$ cat src/rtl/dmach_pkg.sv
// Shared types for the short-address DMA channel.
// Assumes the control word layout: bit0 enable, bit1 word size, bits3:2 mode,
// bit4 single-address, bit5 narrow side is source, bit6 external request source.
package dmach_pkg;

    typedef enum logic [1:0] {
        OPM_SEQ  = 2'b00,
        OPM_IDLE = 2'b01,
        OPM_RPT  = 2'b10,
        OPM_RSV  = 2'b11
    } opmode_e;

    typedef enum logic [1:0] {
        REG_WIDE   = 2'd0,
        REG_NARROW = 2'd1,
        REG_COUNT  = 2'd2,
        REG_CTRL   = 2'd3
    } regsel_e;

    typedef struct packed {
        logic    src_ext;
        logic    narrow_src;
        logic    single;
        opmode_e mode;
        logic    word;
        logic    en;
    } ctrl_t;

    localparam int CTRL_W = $bits(ctrl_t);

    typedef enum logic [1:0] {
        ST_IDLE,
        ST_READ,
        ST_WRITE,
        ST_SINGLE
    } bstate_e;

endpackage

$ cat src/rtl/dmach_req.sv
// Request capture: selects the internal pulse or a rising edge of the external
// pin, and holds at most one request until the sequencer takes it.
// Assumes ext_req is already synchronous to clk.
module dmach_req (
    input  logic clk,
    input  logic rst_n,
    input  logic en,
    input  logic src_ext,
    input  logic irq_pulse,
    input  logic ext_req,
    input  logic take,
    output logic pend
);

    logic ext_q;
    logic ext_rise;
    logic req;

    // Edge detection and request source selection.
    assign ext_rise = ext_req & ~ext_q;
    assign req      = src_ext ? ext_rise : irq_pulse;

    // Remember the previous level of the external pin.
    always_ff @(posedge clk) begin
        if (!rst_n) ext_q <= 1'b0;
        else        ext_q <= ext_req;
    end

    // Single pending slot; dropped while disabled.
    always_ff @(posedge clk) begin
        if (!rst_n)   pend <= 1'b0;
        else if (!en) pend <= 1'b0;
        else          pend <= (pend & ~take) | req;
    end

    AST_PEND_NEEDS_EN: assert property (@(posedge clk) disable iff (!rst_n)
        pend |-> $past(en));

endmodule

$ cat src/rtl/dmach_regs.sv
// Channel registers: 24-bit address with reload copy, 16-bit address, count
// with reload copy, control. Updates address and count at each completed
// transfer according to the operating mode. Register writes win over updates.
module dmach_regs
    import dmach_pkg::*;
#(
    parameter int WIDE_AW   = 24,
    parameter int NARROW_AW = 16,
    parameter int CNT_W     = 16
) (
    input  logic                 clk,
    input  logic                 rst_n,
    input  logic                 cfg_we,
    input  logic [1:0]           cfg_sel,
    input  logic [WIDE_AW-1:0]   cfg_wdata,
    input  logic                 done,
    output ctrl_t                ctrl,
    output logic [WIDE_AW-1:0]   wide,
    output logic [NARROW_AW-1:0] narrow,
    output logic [CNT_W-1:0]     cnt,
    output logic                 end_irq
);

    localparam logic [WIDE_AW-1:0] STEP_B = WIDE_AW'(1);
    localparam logic [WIDE_AW-1:0] STEP_W = WIDE_AW'(2);

    logic [WIDE_AW-1:0] wide_save;
    logic [CNT_W-1:0]   cnt_save;
    logic [WIDE_AW-1:0] wide_next;
    logic               last;

    // Next 24-bit address after one transfer.
    always_comb begin
        if (ctrl.mode == OPM_IDLE) wide_next = wide;
        else                       wide_next = wide + (ctrl.word ? STEP_W : STEP_B);
    end

    assign last = (cnt == CNT_W'(1));

    // Register writes and per-transfer updates.
    always_ff @(posedge clk) begin
        if (!rst_n) begin
            ctrl      <= '0;
            wide      <= '0;
            wide_save <= '0;
            narrow    <= '0;
            cnt       <= '0;
            cnt_save  <= '0;
            end_irq   <= 1'b0;
        end else begin
            end_irq <= 1'b0;
            if (cfg_we) begin
                case (regsel_e'(cfg_sel))
                    REG_WIDE: begin
                        wide      <= cfg_wdata;
                        wide_save <= cfg_wdata;
                    end
                    REG_NARROW: narrow <= cfg_wdata[NARROW_AW-1:0];
                    REG_COUNT: begin
                        cnt      <= cfg_wdata[CNT_W-1:0];
                        cnt_save <= cfg_wdata[CNT_W-1:0];
                    end
                    default: ctrl <= ctrl_t'(cfg_wdata[CTRL_W-1:0]);
                endcase
            end else if (done) begin
                if (last) begin
                    end_irq <= 1'b1;
                    if (ctrl.mode == OPM_RPT) begin
                        wide <= wide_save;
                        cnt  <= cnt_save;
                    end else begin
                        wide    <= wide_next;
                        cnt     <= '0;
                        ctrl.en <= 1'b0;
                    end
                end else begin
                    wide <= wide_next;
                    cnt  <= cnt - CNT_W'(1);
                end
            end
        end
    end

    AST_IDLE_HOLDS_ADDR: assert property (@(posedge clk) disable iff (!rst_n)
        done && !cfg_we && ctrl.mode == OPM_IDLE && !last |=> $stable(wide));

    AST_COUNT_DECR: assert property (@(posedge clk) disable iff (!rst_n)
        done && !cfg_we && !last |=> cnt == CNT_W'($past(cnt) - CNT_W'(1)));

    AST_STOP_AT_END: assert property (@(posedge clk) disable iff (!rst_n)
        done && !cfg_we && last && ctrl.mode != OPM_RPT |=> !ctrl.en && end_irq);

    AST_REPEAT_RELOAD: assert property (@(posedge clk) disable iff (!rst_n)
        done && !cfg_we && last && ctrl.mode == OPM_RPT
        |=> ctrl.en && cnt == cnt_save && wide == wide_save && end_irq);

endmodule

$ cat src/rtl/dmach_seq.sv
// Bus sequencer: takes one held request, then runs a read and a write (dual
// address) or a single acknowledged access, holding each access until ready.
// Assumes the control fields stay unchanged while a transfer runs.
module dmach_seq
    import dmach_pkg::*;
#(
    parameter int WIDE_AW = 24,
    parameter int DATA_W  = 16
) (
    input  logic               clk,
    input  logic               rst_n,
    input  ctrl_t              ctrl,
    input  logic [WIDE_AW-1:0] wide,
    input  logic [WIDE_AW-1:0] narrow_ext,
    input  logic               pend,
    output logic               take,
    output logic               done,
    output logic               bus_valid,
    output logic [WIDE_AW-1:0] bus_addr,
    output logic               bus_write,
    output logic               bus_word,
    output logic [DATA_W-1:0]  bus_wdata,
    input  logic [DATA_W-1:0]  bus_rdata,
    input  logic               bus_ready,
    output logic               bus_ack
);

    bstate_e            st;
    logic [DATA_W-1:0]  data_q;
    logic [WIDE_AW-1:0] src_addr;
    logic [WIDE_AW-1:0] dst_addr;

    // Start and finish strobes for one transfer unit.
    assign take = (st == ST_IDLE) && ctrl.en && pend;
    assign done = ((st == ST_WRITE) || (st == ST_SINGLE)) && bus_ready;

    // Map wide and narrow addresses onto source and destination.
    assign src_addr = ctrl.narrow_src ? narrow_ext : wide;
    assign dst_addr = ctrl.narrow_src ? wide : narrow_ext;

    // Bus outputs decoded from the sequencer state.
    always_comb begin
        bus_valid = 1'b0;
        bus_addr  = '0;
        bus_write = 1'b0;
        bus_wdata = '0;
        bus_ack   = 1'b0;
        bus_word  = ctrl.word;
        case (st)
            ST_READ: begin
                bus_valid = 1'b1;
                bus_addr  = src_addr;
            end
            ST_WRITE: begin
                bus_valid = 1'b1;
                bus_addr  = dst_addr;
                bus_write = 1'b1;
                bus_wdata = data_q;
            end
            ST_SINGLE: begin
                bus_valid = 1'b1;
                bus_addr  = wide;
                bus_write = ctrl.narrow_src;
                bus_ack   = 1'b1;
            end
            default: ;
        endcase
    end

    // State progression and read data capture.
    always_ff @(posedge clk) begin
        if (!rst_n) begin
            st     <= ST_IDLE;
            data_q <= '0;
        end else begin
            case (st)
                ST_IDLE:   if (take) st <= ctrl.single ? ST_SINGLE : ST_READ;
                ST_READ:   if (bus_ready) begin
                               data_q <= bus_rdata;
                               st     <= ST_WRITE;
                           end
                ST_WRITE:  if (bus_ready) st <= ST_IDLE;
                default:   if (bus_ready) st <= ST_IDLE;
            endcase
        end
    end

    AST_HOLD_UNTIL_READY: assert property (@(posedge clk) disable iff (!rst_n)
        bus_valid && !bus_ready |=> bus_valid && $stable(bus_addr) && $stable(bus_write));

    AST_ACK_IN_ACCESS: assert property (@(posedge clk) disable iff (!rst_n)
        bus_ack |-> bus_valid);

    AST_DUAL_ENDS_WRITE: assert property (@(posedge clk) disable iff (!rst_n)
        $fell(bus_valid) && !$past(bus_ack) |-> $past(bus_write));

    AST_TAKE_WHEN_QUIET: assert property (@(posedge clk) disable iff (!rst_n)
        take |-> !bus_valid);

endmodule

$ cat src/rtl/dma_short_chan.sv
// Top of the short-address DMA channel: register file, request capture and
// bus sequencer. The narrow address is sign-extended into the wide space.
// Assumes a single bus master port with a valid/ready handshake.
module dma_short_chan
    import dmach_pkg::*;
#(
    parameter int WIDE_AW   = 24,
    parameter int NARROW_AW = 16,
    parameter int CNT_W     = 16,
    parameter int DATA_W    = 16
) (
    input  logic               clk,
    input  logic               rst_n,
    input  logic               cfg_we,
    input  logic [1:0]         cfg_sel,
    input  logic [WIDE_AW-1:0] cfg_wdata,
    input  logic               irq_pulse,
    input  logic               ext_req,
    output logic               bus_valid,
    output logic [WIDE_AW-1:0] bus_addr,
    output logic               bus_write,
    output logic               bus_word,
    output logic [DATA_W-1:0]  bus_wdata,
    input  logic [DATA_W-1:0]  bus_rdata,
    input  logic               bus_ready,
    output logic               bus_ack,
    output logic               end_irq
);

    localparam int EXT_W = WIDE_AW - NARROW_AW;

    ctrl_t                ctrl;
    logic [WIDE_AW-1:0]   wide;
    logic [NARROW_AW-1:0] narrow;
    logic [CNT_W-1:0]     cnt;
    logic [WIDE_AW-1:0]   narrow_ext;
    logic                 pend;
    logic                 take;
    logic                 done;

    // Sign-extend the narrow address into the wide space.
    assign narrow_ext = {{EXT_W{narrow[NARROW_AW-1]}}, narrow};

    dmach_regs #(
        .WIDE_AW  (WIDE_AW),
        .NARROW_AW(NARROW_AW),
        .CNT_W    (CNT_W)
    ) u_regs (
        .clk      (clk),
        .rst_n    (rst_n),
        .cfg_we   (cfg_we),
        .cfg_sel  (cfg_sel),
        .cfg_wdata(cfg_wdata),
        .done     (done),
        .ctrl     (ctrl),
        .wide     (wide),
        .narrow   (narrow),
        .cnt      (cnt),
        .end_irq  (end_irq)
    );

    dmach_req u_req (
        .clk      (clk),
        .rst_n    (rst_n),
        .en       (ctrl.en),
        .src_ext  (ctrl.src_ext),
        .irq_pulse(irq_pulse),
        .ext_req  (ext_req),
        .take     (take),
        .pend     (pend)
    );

    dmach_seq #(
        .WIDE_AW(WIDE_AW),
        .DATA_W (DATA_W)
    ) u_seq (
        .clk       (clk),
        .rst_n     (rst_n),
        .ctrl      (ctrl),
        .wide      (wide),
        .narrow_ext(narrow_ext),
        .pend      (pend),
        .take      (take),
        .done      (done),
        .bus_valid (bus_valid),
        .bus_addr  (bus_addr),
        .bus_write (bus_write),
        .bus_word  (bus_word),
        .bus_wdata (bus_wdata),
        .bus_rdata (bus_rdata),
        .bus_ready (bus_ready),
        .bus_ack   (bus_ack)
    );

    AST_END_IS_PULSE: assert property (@(posedge clk) disable iff (!rst_n)
        end_irq |=> !end_irq || $past(done));

endmodule

$ cat config.mk
export PLATFORM = sky130hd
export DESIGN_NAME = dma_short_chan
export DESIGN_NICKNAME = d
export VERILOG_FILES = /design/src/rtl/dmach_pkg.sv /design/src/rtl/dmach_req.sv /design/src/rtl/dmach_regs.sv /design/src/rtl/dmach_seq.sv /design/src/rtl/dma_short_chan.sv
export SDC_FILE = /design/constraint.sdc
export NUM_CORES = 1
export LEC_CHECK = 0
export BUFFER_PORTS_ARGS = -buffer_cell sky130_fd_sc_hd__buf_2
export CAP_MARGIN = 10
export CORE_ASPECT_RATIO = 0.6
export CORE_MARGIN = 1.5
export CORE_UTILIZATION = 55
export DETAILED_ROUTE_END_ITERATION = 10
export GPL_TIMING_DRIVEN = 0
export PLACE_DENSITY_LB_ADDON = 0.3
export REMOVE_ABC_BUFFERS = 1
export SKIP_LAST_GASP = 1
export SYNTH_ARGS = -nofsm -noshare
export SYNTH_HDL_FRONTEND = slang
export SYNTH_SLANG_ARGS = --single-unit
$ cat constraint.sdc
create_clock -name clk -period 2.9 [get_ports clk]
set_clock_uncertainty 0.15 [all_clocks]
set_input_delay 0.58 -clock clk [delete_from_list [all_inputs] [get_ports clk]]
set_output_delay 0.58 -clock clk [all_outputs]
set_load 0.01 [all_outputs]
==> impl_results.rst, run 1 <==
.. list-table::
   :header-rows: 1

   * - Metric
     - Value
   * - Result of the run
     - finished, final reports clean
   * - Wire length per cell after detailed routing
     - 18.64 um
   * - Fraction of registers with async set or reset after synthesis
     - 0
   * - Crit-path most repeated cell
     - sky130_fd_sc_hd__inv_1
   * - Post-synthesis cell area
     - 6606 um2
   * - Area occupied by registers
     - 2494 um2
   * - Final-report setup violation count
     - 0
   * - Critical Path Fanout Max
     - 6
   * - Leading cell type by number of instances after synthesis
     - sky130_fd_sc_hd__nand2_1
   * - PwrDens
     - between 500 and 600 nW/um2
   * - DRC violation count after routing
     - 0
   * - Crit path time final
     - 2876 ps
   * - Sequential fraction of the synthesis area
     - 0.3758
   * - Combined buffer and inverter count along the critical path
     - 2
   * - Proportion of layout cells with a drive suffix above 1
     - 0.1767
   * - Top FF cell, synth
     - sky130_fd_sc_hd__dfxtp_1
   * - Logic depth of the worst path, buffers included
     - 9
   * - Tcrit/Tclk final
     - 0.9916
   * - Filler cell count in the final layout
     - 1028
   * - CTS tree
     - yes
   * - Type of the worst setup path
     - flop to flop
   * - Clk buf depth
     - 2
   * - Number of top-level design ports
     - 93
   * - Instance count along the most critical hold path
     - 3
   * - Leftover overflow at the end of global routing
     - 0
   * - Worst-case reg-to-reg path depth
     - 9
   * - Final number of hold-violating endpoints
     - 0
   * - Dominant delay contributor by cell family on the critical path
     - simple AND/OR/NAND/NOR gates
   * - Number of violations reported at the end of detailed-routing iteration 0
     - 742
   * - # H-tree levels
     - 4
   * - Required time reported for the critical path endpoint
     - 3110 ps
   * - Post-synthesis cell type count
     - 56
   * - Maximum vdd ir drop
     - 0.4133 mV
   * - Number of global-route vias before repair
     - 6067
   * - Minimum hold slack
     - 216.2 ps
   * - Combined area of the multi-input logic cells
     - 3822 um2
   * - Relative slew slack
     - 0.3002
   * - First-pass iteration count of the detailed router
     - 7
   * - Mapped Avg Cell Area
     - 7.324 um2
   * - Post-synthesis to final-layout area growth
     - 17.67%
   * - Max Cap Violations
     - 0
   * - Final ANT Viol Nets
     - 0
   * - Total wirelength of the detailed-routed design
     - approximately 21 mm
   * - Number of synthesis warnings
     - 0
   * - Maximum number of pins on one net before global-route repair
     - 52
   * - Wire length of the first global-routing pass
     - 32.67 mm
   * - Number of inserted diodes
     - 0
   * - Insertion delay of the later-clocked pin in the worst-skew pair
     - 420 ps
   * - Cell with the largest stage delay on the worst path
     - sky130_fd_sc_hd__fa_1
   * - EDFF count, synth
     - 0
   * - Startpoint class of the critical path
     - flop
   * - Initial antenna violation count
     - 0
   * - Total count of max-transition violations in the final report
     - 0
   * - Worst stage delay on the critical path
     - between 400 and 500 ps
   * - Core Footprint
     - 11490 um2
   * - Critical path capture point type
     - flop
   * - Port bufs
     - 92
   * - Post-synth top area share
     - 0.3758
   * - TritonCTS sink count
     - 124
   * - Die width
     - 144.5 um
   * - Synth cell count leaders
     - sky130_fd_sc_hd__nand2_1 (204), sky130_fd_sc_hd__a21oi_1 (128), sky130_fd_sc_hd__dfxtp_1 (124), sky130_fd_sc_hd__clkbuf_1 (67), sky130_fd_sc_hd__nor2_1 (61)
   * - Die Area
     - approximately 13000 um2
   * - Clock edge transition at the registers on the reported setup and hold paths
     - 60 ps
   * - Number of storage elements in the synthesis netlist
     - about 120
   * - Detailed-placement wirelength estimate
     - roughly 13 mm
   * - Via-per-instance ratio
     - 6.185
   * - Vias
     - around 7000
   * - Leakage Power
     - 2.951 nW
   * - Initial standard-cell utilization of the core
     - 0.5752
   * - Hold crit path type
     - primary input to flop
   * - Post-synthesis cell type with the largest combined area
     - sky130_fd_sc_hd__dfxtp_1
   * - Master cell of the clock root buffer
     - sky130_fd_sc_hd__clkbuf_16
   * - Cells after synthesis
     - between 900 and 1000
   * - Gp weighted congestion
     - approximately 0.9
   * - Number of rows created at floorplan
     - 30
   * - Layout net count
     - 1008
   * - Final TNS setup
     - 0 ps
   * - Leading cell types by total area after synthesis
     - sky130_fd_sc_hd__dfxtp_1 (38%), sky130_fd_sc_hd__nand2_1 (12%), sky130_fd_sc_hd__a21oi_1 (9.7%), sky130_fd_sc_hd__a221oi_1 (4.9%), sky130_fd_sc_hd__clkbuf_1 (3.8%)
   * - Actual transition at the worst max-transition pin
     - ~1000 ps
   * - List of cells traversed by the critical path
     - inv_1 > ha_1 > inv_1 > fa_1 > or3_4 > nor4_2 > a21oi_1 > a2111oi_0 > o21a_1
   * - Worst path arrival time
     - 3090 ps
   * - Upper clock frequency limit
     - 347.8 MHz
   * - CTS buffer count
     - 17
   * - Vertical die dimension
     - 87.90 um
   * - Overall routing resource usage
     - 0.3370
   * - Unrepaired setup endpoints after global routing
     - true
   * - Total power
     - about 4.2 mW
==> routing by layer <==
| layer | global-route usage | vias to the layer above | part of all wire |
|---|---|---|---|
| li1 | - | 3305 | - |
| met1 | 0.4953 | 3247 | 0.45 |
| met2 | 0.4815 | 402 | 0.41 |
| met3 | 0.09404 | 23 | 0.13 |
| met4 | 0.09091 | 0 | 0.012 |
| met5 | 0 | - | 0 |
==> logic make-up after synthesis <==
| logic type | synth area share |
|---|---|
| and+or+nand+nor | 0.2650 |
| muxes | 0.006250 |
| adders and majority gates | 0.01061 |
| xor gates and xnor gates | 0.03977 |
| buffers and inverters | 0.05530 |
| AOI/OAI and AO/OA | 0.2473 |
| DFF | 0.3758 |
==> timing repair <==
item / 4_1_cts / 5_1_grt
gates cloned: 1 / 0
hold buffers: 0 / 0
setup endpoints to repair: 115 / 20
setup buffers: 4 / 7
pin swaps: 1 / 1
resized for setup: 15 / 6
==> worst register-to-register path: stages (launching register included) <==
cell and delay, ps:
sky130_fd_sc_hd__dfxtp_1 350, sky130_fd_sc_hd__inv_1 120, sky130_fd_sc_hd__ha_1 180, sky130_fd_sc_hd__inv_1 50, sky130_fd_sc_hd__fa_1 480, sky130_fd_sc_hd__or3_4 470, sky130_fd_sc_hd__nor4_2 330, sky130_fd_sc_hd__a21oi_1 100
sky130_fd_sc_hd__a2111oi_0 410, sky130_fd_sc_hd__o21a_1 180
==> placed cells by master, fill, tap and decap left out, types with 4 or more instances in the layout <==
cell / instances
sky130_fd_sc_hd__a2111oi_0: 5
sky130_fd_sc_hd__a211o_1: 5
sky130_fd_sc_hd__a211oi_1: 12
sky130_fd_sc_hd__a21oi_1: 128
sky130_fd_sc_hd__a221oi_1: 37
sky130_fd_sc_hd__a31oi_1: 11
sky130_fd_sc_hd__and2_1: 18
sky130_fd_sc_hd__and3_1: 7
sky130_fd_sc_hd__buf_2: 91
sky130_fd_sc_hd__buf_4: 12
sky130_fd_sc_hd__buf_6: 5
sky130_fd_sc_hd__clkbuf_16: 17
sky130_fd_sc_hd__clkinvlp_4: 4
sky130_fd_sc_hd__dfxtp_1: 121
sky130_fd_sc_hd__ha_1: 4
sky130_fd_sc_hd__inv_1: 12
sky130_fd_sc_hd__inv_6: 7
sky130_fd_sc_hd__nand2_1: 201
sky130_fd_sc_hd__nand2b_1: 4
sky130_fd_sc_hd__nand3_1: 15
sky130_fd_sc_hd__nand3b_1: 4
sky130_fd_sc_hd__nand4_1: 6
sky130_fd_sc_hd__nor2_1: 61
sky130_fd_sc_hd__nor3_1: 15
sky130_fd_sc_hd__nor4_1: 15
sky130_fd_sc_hd__o211ai_1: 9
sky130_fd_sc_hd__o21ai_0: 33
sky130_fd_sc_hd__o22ai_1: 5
sky130_fd_sc_hd__o311ai_0: 4
sky130_fd_sc_hd__or3_1: 12
sky130_fd_sc_hd__xnor2_1: 14
sky130_fd_sc_hd__xor2_1: 16
==> per-stage QoR <==
stage | area [um2] | std cells | util | worst slack, ps
after CTS | 7690 | 1120 | 0.6695 | -56.41
after detailed placement | 7061 | 1083 | 0.6147 | -1267
after floorplan | 6294 | 824 | - | -661.5
final | 7774 | 1128 | 0.6768 | 24.48
after global routing | 7774 | 1128 | 0.6768 | -102.0
after global placement | 6954 | 1076 | 0.6054 | -3238
==> area by class of cell <==
type | count | area share
Multi-Input combinational cell | 687 | 0.4917
Sequential cell | 124 | 0.3208
Timing Repair Buffer | 111 | 0.08386
Clock buffer | 18 | 0.05649
Tap cell | 160 | 0.02575
Clock inverter | 14 | 0.01416
Inverter | 14 | 0.007243
==> path summary, 6_finish.rpt <==
kind	startpoint	to	slack, ps
setup reg to reg	u_regs.ctrl[1]	u_regs.wide[22]	20
hold reg to reg	u_seq.data_q[10]	u_seq.data_q[10]	300
setup / recovery	u_regs.ctrl[1]	u_regs.wide[22]	20
hold / removal	ext_req	u_req.ext_q	220
==> state kept, by name, indices dropped and copies added (netlist names) <==
register / flops
u_regs.wide: 24
u_regs.wide_save: 24
u_regs.cnt: 16
u_regs.cnt_save: 16
u_regs.narrow: 16
u_seq.data_q: 16
u_regs.ctrl: 7
u_seq.st: 2
u_regs.end_irq: 1
u_req.ext_q: 1
u_req.pend: 1
==> power breakdown <==
part	internal [mW]	switching (mW)	total [mW]	leakage, nW
Combinational	0.163	0.260	0.424	1.68
Clock	1.13	0.846	1.97	0.261
Sequential	1.76	0.0787	1.84	1.01
Total	3.05	1.18	4.24	2.95
No activity file was read; power rests on OpenSTA's default activity.
==> run 2, diff against run 1 <==
Settings changed: CORE_UTILIZATION 55 to 58, PLACE_DENSITY from default to 0.81, PLACE_DENSITY_LB_ADDON 0.3 to default.
==> impl_results.rst, run 2 (synthesis results as in run 1) <==
.. list-table::
   :header-rows: 1

   * - Metric
     - Value
   * - Final standard cell utilization of the core
     - 0.7265 (+0.04966)
   * - Count of non-filler cells in the finished layout
     - 1114 (-1.2%)
   * - Most common cell after layout, fill and taps aside
     - sky130_fd_sc_hd__nand2_1
   * - Detailed-placement wirelength estimate
     - 13.01 mm (-1.5%)
   * - Number of top-level design ports
     - 93 (unchanged)
   * - Crit-path most repeated cell
     - sky130_fd_sc_hd__inv_1
   * - Proportion of layout cells with a drive suffix above 1
     - 0.1856 (+0.008988)
   * - Hold crit path type
     - primary input to flop
   * - Maximum vdd ir drop
     - 0.4271 mV (+3.3%)
   * - Final-report setup violation count
     - 0 (unchanged)
   * - Number of global-route vias before repair
     - 6303 (+3.9%)
   * - PwrDens
     - 546.3 nW/um2 (+0.17%)
   * - First-pass iteration count of the detailed router
     - 6 (-1)
   * - Leakage Power
     - 3.016 nW (+2.2%)
   * - Crit path time final
     - 2839 ps (-36.67 ps)
   * - Cell-internal power
     - 3.127 mW (+2.4%)
   * - Die width
     - 140.8 um (-2.6%)
   * - Gp weighted congestion
     - 0.9237 (+4.2%)
   * - Layout net count
     - 1015 (+0.69%)
   * - Result of the run
     - finished, final reports clean
   * - List of cells traversed by the critical path
     - inv_1 > ha_1 > inv_1 > fa_1 > or3_4 > nor4_2 > a21oi_1 > a2111oi_0 > o21a_1
   * - Number of inserted diodes
     - 0 (unchanged)
   * - Upper clock frequency limit
     - 352.3 MHz (+1.3%)
   * - Die Area
     - 12060 um2 (-5.0%)
   * - Hold Buf Count CTS
     - 0 (unchanged)
   * - Via-per-instance ratio
     - 6.472 (+4.6%)
   * - Required time reported for the critical path endpoint
     - 3110 ps (about the same)
   * - Startpoint class of the critical path
     - flop
   * - Clock edge transition at the registers on the reported setup and hold paths
     - 60 ps (about the same)
   * - CTS buffer count
     - 17 (unchanged)
   * - Area occupied by registers
     - 2494 um2 (unchanged)
   * - Critical Path Fanout Max
     - 6 (unchanged)
   * - Wire length of the first global-routing pass
     - 33.26 mm (+1.8%)
   * - Unrepaired setup endpoints after global routing
     - true
   * - Minimum hold slack
     - 227.8 ps (+11.59 ps)
   * - Registers with the most flip-flops
     - u_regs.wide: 24 flops, u_regs.wide_save: 24 flops
   * - Number of violations reported at the end of detailed-routing iteration 0
     - 974 (+31%)
   * - DRC violation count after routing
     - 0 (unchanged)
   * - Switching power share of the total
     - 0.2713 (-0.008188)
   * - Cell with the largest stage delay on the worst path
     - sky130_fd_sc_hd__fa_1
   * - Port bufs
     - 92 (unchanged)
   * - Number of rows created at floorplan
     - 29 (-3.3%)
   * - Cell Count Post-Placement
     - 1061 (-2.0%)
   * - TritonCTS sink count
     - 124 (unchanged)
   * - Total wirelength of the detailed-routed design
     - 21.25 mm (+1.1%)
   * - Insertion delay of the later-clocked pin in the worst-skew pair
     - 420 ps (about the same)
   * - Master cell of the clock root buffer
     - sky130_fd_sc_hd__clkbuf_16
   * - Maximum number of pins on one net before global-route repair
     - 73 (+40%)
   * - Initial standard-cell utilization of the core
     - 0.6110 (+0.03581)
   * - Final number of hold-violating endpoints
     - 0 (unchanged)
   * - Actual transition at the worst max-transition pin
     - 1084 ps (+34.00 ps)
   * - Filler cell count in the final layout
     - 862 (-16%)
   * - Max Cap Violations
     - 0 (unchanged)
   * - Critical path capture point type
     - flop
   * - Comb power frac
     - 0.101 (about the same)
   * - Dominant delay contributor by cell family on the critical path
     - simple AND/OR/NAND/NOR gates
   * - Combined buffer and inverter count along the critical path
     - 2 (unchanged)
   * - Worst stage delay on the critical path
     - 470 ps (about the same)
   * - Sequential group share of total power
     - 0.429 (-0.005)
   * - # H-tree levels
     - 4 (unchanged)
   * - Most used cells in the layout excluding fill and tap cells
     - sky130_fd_sc_hd__nand2_1 (201), sky130_fd_sc_hd__a21oi_1 (128), sky130_fd_sc_hd__dfxtp_1 (121)
   * - Clk buf depth
     - 2 (unchanged)
   * - Initial antenna violation count
     - 0 (unchanged)
   * - Wire length per cell after detailed routing
     - 19.07 um (+2.3%)
   * - Tcrit/Tclk final
     - 0.9789 (-0.01264)
   * - Type of the worst setup path
     - flop to flop
   * - Final ANT Viol Nets
     - 0 (unchanged)
   * - Vias
     - 7210 (+3.3%)
   * - Vertical die dimension
     - 85.67 um (-2.5%)
   * - Leftover overflow at the end of global routing
     - 0 (unchanged)
   * - Total count of max-transition violations in the final report
     - 0 (unchanged)
   * - Core Footprint
     - 10810 um2 (-5.9%)
   * - Relative slew slack
     - 0.2775 (-0.02267)
   * - Overall routing resource usage
     - 0.3535 (+0.01645)
   * - Post-synthesis to final-layout area growth
     - 18.90%
   * - Combined area of the multi-input logic cells
     - 3849 um2 (+0.69%)
   * - CTS tree
     - yes
   * - Net switching power
     - 1.164 mW (-1.7%)
   * - Worst path arrival time
     - 3050 ps (-40 ps)
   * - Clock Power Share
     - 0.470 (+0.004)
[run 2: what timing repair did]
item | CTS | global route
pin swaps | 1 | 1
endpoints found under the setup margin | 116 | 20
resized for setup | 19 | 8
gates cloned | 1 | 0
setup buffers | 8 | 11
[run 2: area by class of cell]
cell class	instances	area share
Multi-Input combinational cell	687	0.4900
Sequential cell	124	0.3175
Timing Repair Buffer	118	0.09127
Clock buffer	18	0.05591
Tap cell	139	0.02214
Clock inverter	14	0.01561
Inverter	14	0.007646
[run 2: final timing paths]
path	from	endpoint	slack, ps	cells after the start
setup / recovery	u_regs.ctrl[1]	u_regs.wide[22]	60	9
hold / removal	ext_req	u_req.ext_q	230	3
hold reg to reg	u_seq.data_q[9]	u_seq.data_q[9]	300	2
setup reg to reg	u_regs.ctrl[1]	u_regs.wide[22]	60	9
[run 2: worst register-to-register path: stages, from the launching register on]
cell and delay, ps:
sky130_fd_sc_hd__dfxtp_1 350, sky130_fd_sc_hd__inv_1 110, sky130_fd_sc_hd__ha_1 190, sky130_fd_sc_hd__inv_1 60, sky130_fd_sc_hd__fa_1 470, sky130_fd_sc_hd__or3_4 470
sky130_fd_sc_hd__nor4_2 320, sky130_fd_sc_hd__a21oi_1 100, sky130_fd_sc_hd__a2111oi_0 390, sky130_fd_sc_hd__o21a_1 170
[run 2: power groups by stage]
| stage | Combinational (mW) | Clock [mW] | Sequential [mW] |
|---|---|---|---|
| floorplan | 0.256 | 0 | 1.85 |
| global placement | 0.394 | 0 | 1.87 |
| detailed placement | 0.408 | 0 | 1.87 |
| CTS | 0.419 | 2.01 | 1.84 |
| global route | 0.473 | 2.10 | 1.85 |
| finish | 0.434 | 2.02 | 1.84 |
[run 2: per-stage QoR]
stage	area (um2)	TNS (ps)	total power, mW	setup WS [ps]
final	7855	0	4.291	61.15
after global placement	6928	-215860	2.266	-3392
after CTS	7735	-46.46	4.268	-46.46
after detailed placement	7042	-71190	2.281	-1369
after floorplan	6294	-11890	2.109	-661.5
after global routing	7855	-91.11	4.417	-91.11
[run 2: routing by layer]
| metal | vias to the layer above | track usage | share of wire |
|---|---|---|---|
| met5 | - | 0 | 0 |
| met4 | 0 | 0.1288 | 0.022 |
| met3 | 50 | 0.08152 | 0.12 |
| met2 | 490 | 0.4908 | 0.40 |
| met1 | 3348 | 0.5303 | 0.45 |
| li1 | 3322 | - | - |
==> run 3, diff against run 2 <==
Settings changed: PLACE_DENSITY 0.81 to default, PLACE_DENSITY_LB_ADDON from default to 0.08.
==> impl_results.rst, run 3 (synthesis results as in run 1) <==
.. list-table::
   :header-rows: 1

   * - Metric
     - Value
   * - Most used cells in the layout excluding fill and tap cells
     - sky130_fd_sc_hd__nand2_1 (201), sky130_fd_sc_hd__a21oi_1 (128), sky130_fd_sc_hd__dfxtp_1 (121)
   * - Launch instance of the worst register-to-register path
     - u_regs.cnt[9]
   * - Master cell of the clock root buffer
     - sky130_fd_sc_hd__clkbuf_16
   * - Critical path destination
     - u_regs.wide[18]
   * - Total wirelength of the detailed-routed design
     - 22.02 mm (+3.6%)
   * - Initial standard-cell utilization of the core
     - 0.6110 (unchanged)
   * - Number of violations reported at the end of detailed-routing iteration 0
     - 925 (-5.0%)
   * - Reg2reg end
     - u_regs.wide[18]
   * - Type of the worst setup path
     - flop to flop
   * - Die width
     - 140.8 um (unchanged)
   * - Cell area after placement
     - 7042 um2 (unchanged)
   * - Registers with the most flip-flops
     - u_regs.wide: 24 flops, u_regs.wide_save: 24 flops
   * - PwrDens
     - 575.3 nW/um2 (+5.3%)
   * - Clock edge transition at the registers on the reported setup and hold paths
     - 60 ps (about the same)
   * - Number of top-level design ports
     - 93 (unchanged)
   * - Max Cap Violations
     - 0 (unchanged)
   * - Post-synthesis to final-layout area growth
     - 19.05%
   * - # H-tree levels
     - 4 (unchanged)
   * - Final TNS setup
     - -41.91 ps (-41.91 ps)
   * - Upper clock frequency limit
     - 339.9 MHz (-3.5%)
   * - Wire length per cell after detailed routing
     - 19.91 um (+4.4%)
   * - CTS buffer count
     - 17 (unchanged)
   * - Relative slew slack
     - 0.4314 (+0.1539)
   * - Startpoint class of the critical path
     - flop
   * - Detailed-placement wirelength estimate
     - 13.60 mm (+4.6%)
   * - Die Area
     - 12060 um2 (unchanged)
   * - First-pass iteration count of the detailed router
     - 9 (+3)
   * - Proportion of layout cells with a drive suffix above 1
     - 0.1799 (-0.005703)
   * - Gp weighted congestion
     - 0.8903 (-3.6%)
   * - Number of inserted diodes
     - 0 (unchanged)
   * - Count of non-filler cells in the finished layout
     - 1106 (-0.72%)
   * - Wire length of the first global-routing pass
     - 34.47 mm (+3.6%)
   * - Total count of max-transition violations in the final report
     - 0 (unchanged)
   * - Maximum vdd ir drop
     - 0.4553 mV (+6.6%)
   * - Cell Count Post-Placement
     - 1062 (+0.094%)
   * - Via-per-instance ratio
     - 6.615 (+2.2%)
   * - Post-route cell area
     - 7865 um2 (+0.13%)
   * - Final number of hold-violating endpoints
     - 0 (unchanged)
   * - Port bufs
     - 92 (unchanged)
   * - Critical path capture point type
     - flop
   * - Most common cell after layout, fill and taps aside
     - sky130_fd_sc_hd__nand2_1
   * - Worst path arrival time
     - 3110 ps (+60 ps)
   * - Hold crit path type
     - primary input to flop
   * - Overall routing resource usage
     - 0.3648 (+0.01132)
   * - Reg2Reg Setup Slack
     - -40 ps (-100 ps)
   * - Final Worst Setup Slack
     - -41.91 ps (-103.1 ps)
   * - Final-report setup violation count
     - 1 (+1)
   * - Result of the run
     - complete, but fails checks
   * - Insertion delay of the later-clocked pin in the worst-skew pair
     - 420 ps (about the same)
   * - Vias
     - 7316 (+1.5%)
   * - Hold Buf Count CTS
     - 0 (unchanged)
   * - TritonCTS sink count
     - 124 (unchanged)
   * - Vertical die dimension
     - 85.67 um (unchanged)
   * - Leakage Power
     - 3.023 nW (+0.23%)
   * - Unrepaired setup endpoints after global routing
     - true
   * - Instance count along the most critical hold path
     - 3 (unchanged)
   * - Maximum number of pins on one net before global-route repair
     - 75 (+2.7%)
   * - Core Footprint
     - 10810 um2 (unchanged)
   * - Layout net count
     - 1007 (-0.79%)
   * - Critical Path Fanout Max
     - 9 (+3)
   * - Clk buf depth
     - 2 (unchanged)
   * - Tcrit/Tclk final
     - 1.014 (+0.03554)
   * - Minimum hold slack
     - 221.8 ps (-5.958 ps)
   * - Crit path time final
     - 2942 ps (+103.1 ps)
   * - Required time reported for the critical path endpoint
     - 3070 ps (-40 ps)
   * - Violated checks
     - negative setup slack
   * - Actual transition at the worst max-transition pin
     - 850.3 ps (-233.4 ps)
   * - Initial antenna violation count
     - 0 (unchanged)
   * - Leftover overflow at the end of global routing
     - 0 (unchanged)
   * - Number of rows created at floorplan
     - 29 (unchanged)
   * - DRC violation count after routing
     - 0 (unchanged)
   * - Final ANT Viol Nets
     - 0 (unchanged)
   * - Startpoint of the most critical setup path
     - u_regs.cnt[9]
   * - Worst-case reg-to-reg path depth
     - 6 (-3)
   * - Number of global-route vias before repair
     - 6695 (+6.2%)
   * - CTS tree
     - yes
   * - Total power
     - 4.525 mW (+5.4%)
==> run 3: worst min path at each step <==
| stage | slack, ps | start | end |
|---|---|---|---|
| after floorplan | 280 | u_seq.data_q[0] | u_seq.data_q[0] |
| after global placement | 290 | u_seq.data_q[10] | u_seq.data_q[10] |
| after CTS | 230 | ext_req | u_req.ext_q |
| after detailed placement | 290 | u_seq.data_q[12] | u_seq.data_q[12] |
| after global routing | 260 | bus_rdata[8] | u_seq.data_q[8] |
| final | 220 | ext_req | u_req.ext_q |
==> run 3: worst max-delay path, stage by stage, from the launching register on <==
cell,delay [ps]
sky130_fd_sc_hd__dfxtp_1,380
sky130_fd_sc_hd__nor4_1,600
sky130_fd_sc_hd__nand4_1,220
sky130_fd_sc_hd__or2_2,440
sky130_fd_sc_hd__nor2_1,650
sky130_fd_sc_hd__nor2_1,150
sky130_fd_sc_hd__o22ai_1,260
==> run 3: per-layer routing <==
layer	global-route usage	up-vias	routed length, um
li1	-	3295	-
met1	0.5045	3396	8902
met2	0.5544	562	9551
met3	0.08599	63	3110
met4	0.1439	0	452
met5	0	-	0
==> run 3: through the flow <==
stage                     setup slack (ps)  utilization
after floorplan                     -661.5            -
after global placement               -3392       0.6407
after detailed placement             -1367       0.6512
after CTS                           -23.95       0.7186
after global routing                -6.729       0.7274
final                               -41.91       0.7274
==> run 3: where the power goes <==
part	total, mW	internal, mW	switching (mW)
sequential	1.84	1.76	0.0820
clock	2.24	1.44	0.799
combinational	0.440	0.168	0.273
total	4.52	3.37	1.15
==> run 3: area by class of cell <==
cell class,count,area [um2]
Multi-Input combinational cell,687,3860
Tap cell,139,173.9
Inverter,14,56.30
Fill cell,843,2948
Clock buffer,22,484.2
Timing Repair Buffer,110,659.4
Sequential cell,124,2494
Clock inverter,10,137.6
==> run 3: what timing repair did <==
item	4_1_cts	5_1_grt
setup endpoints to repair	133	58
pin swaps	1	1
gates resized for setup	20	10
cloned	1	0
setup buffers	5	5
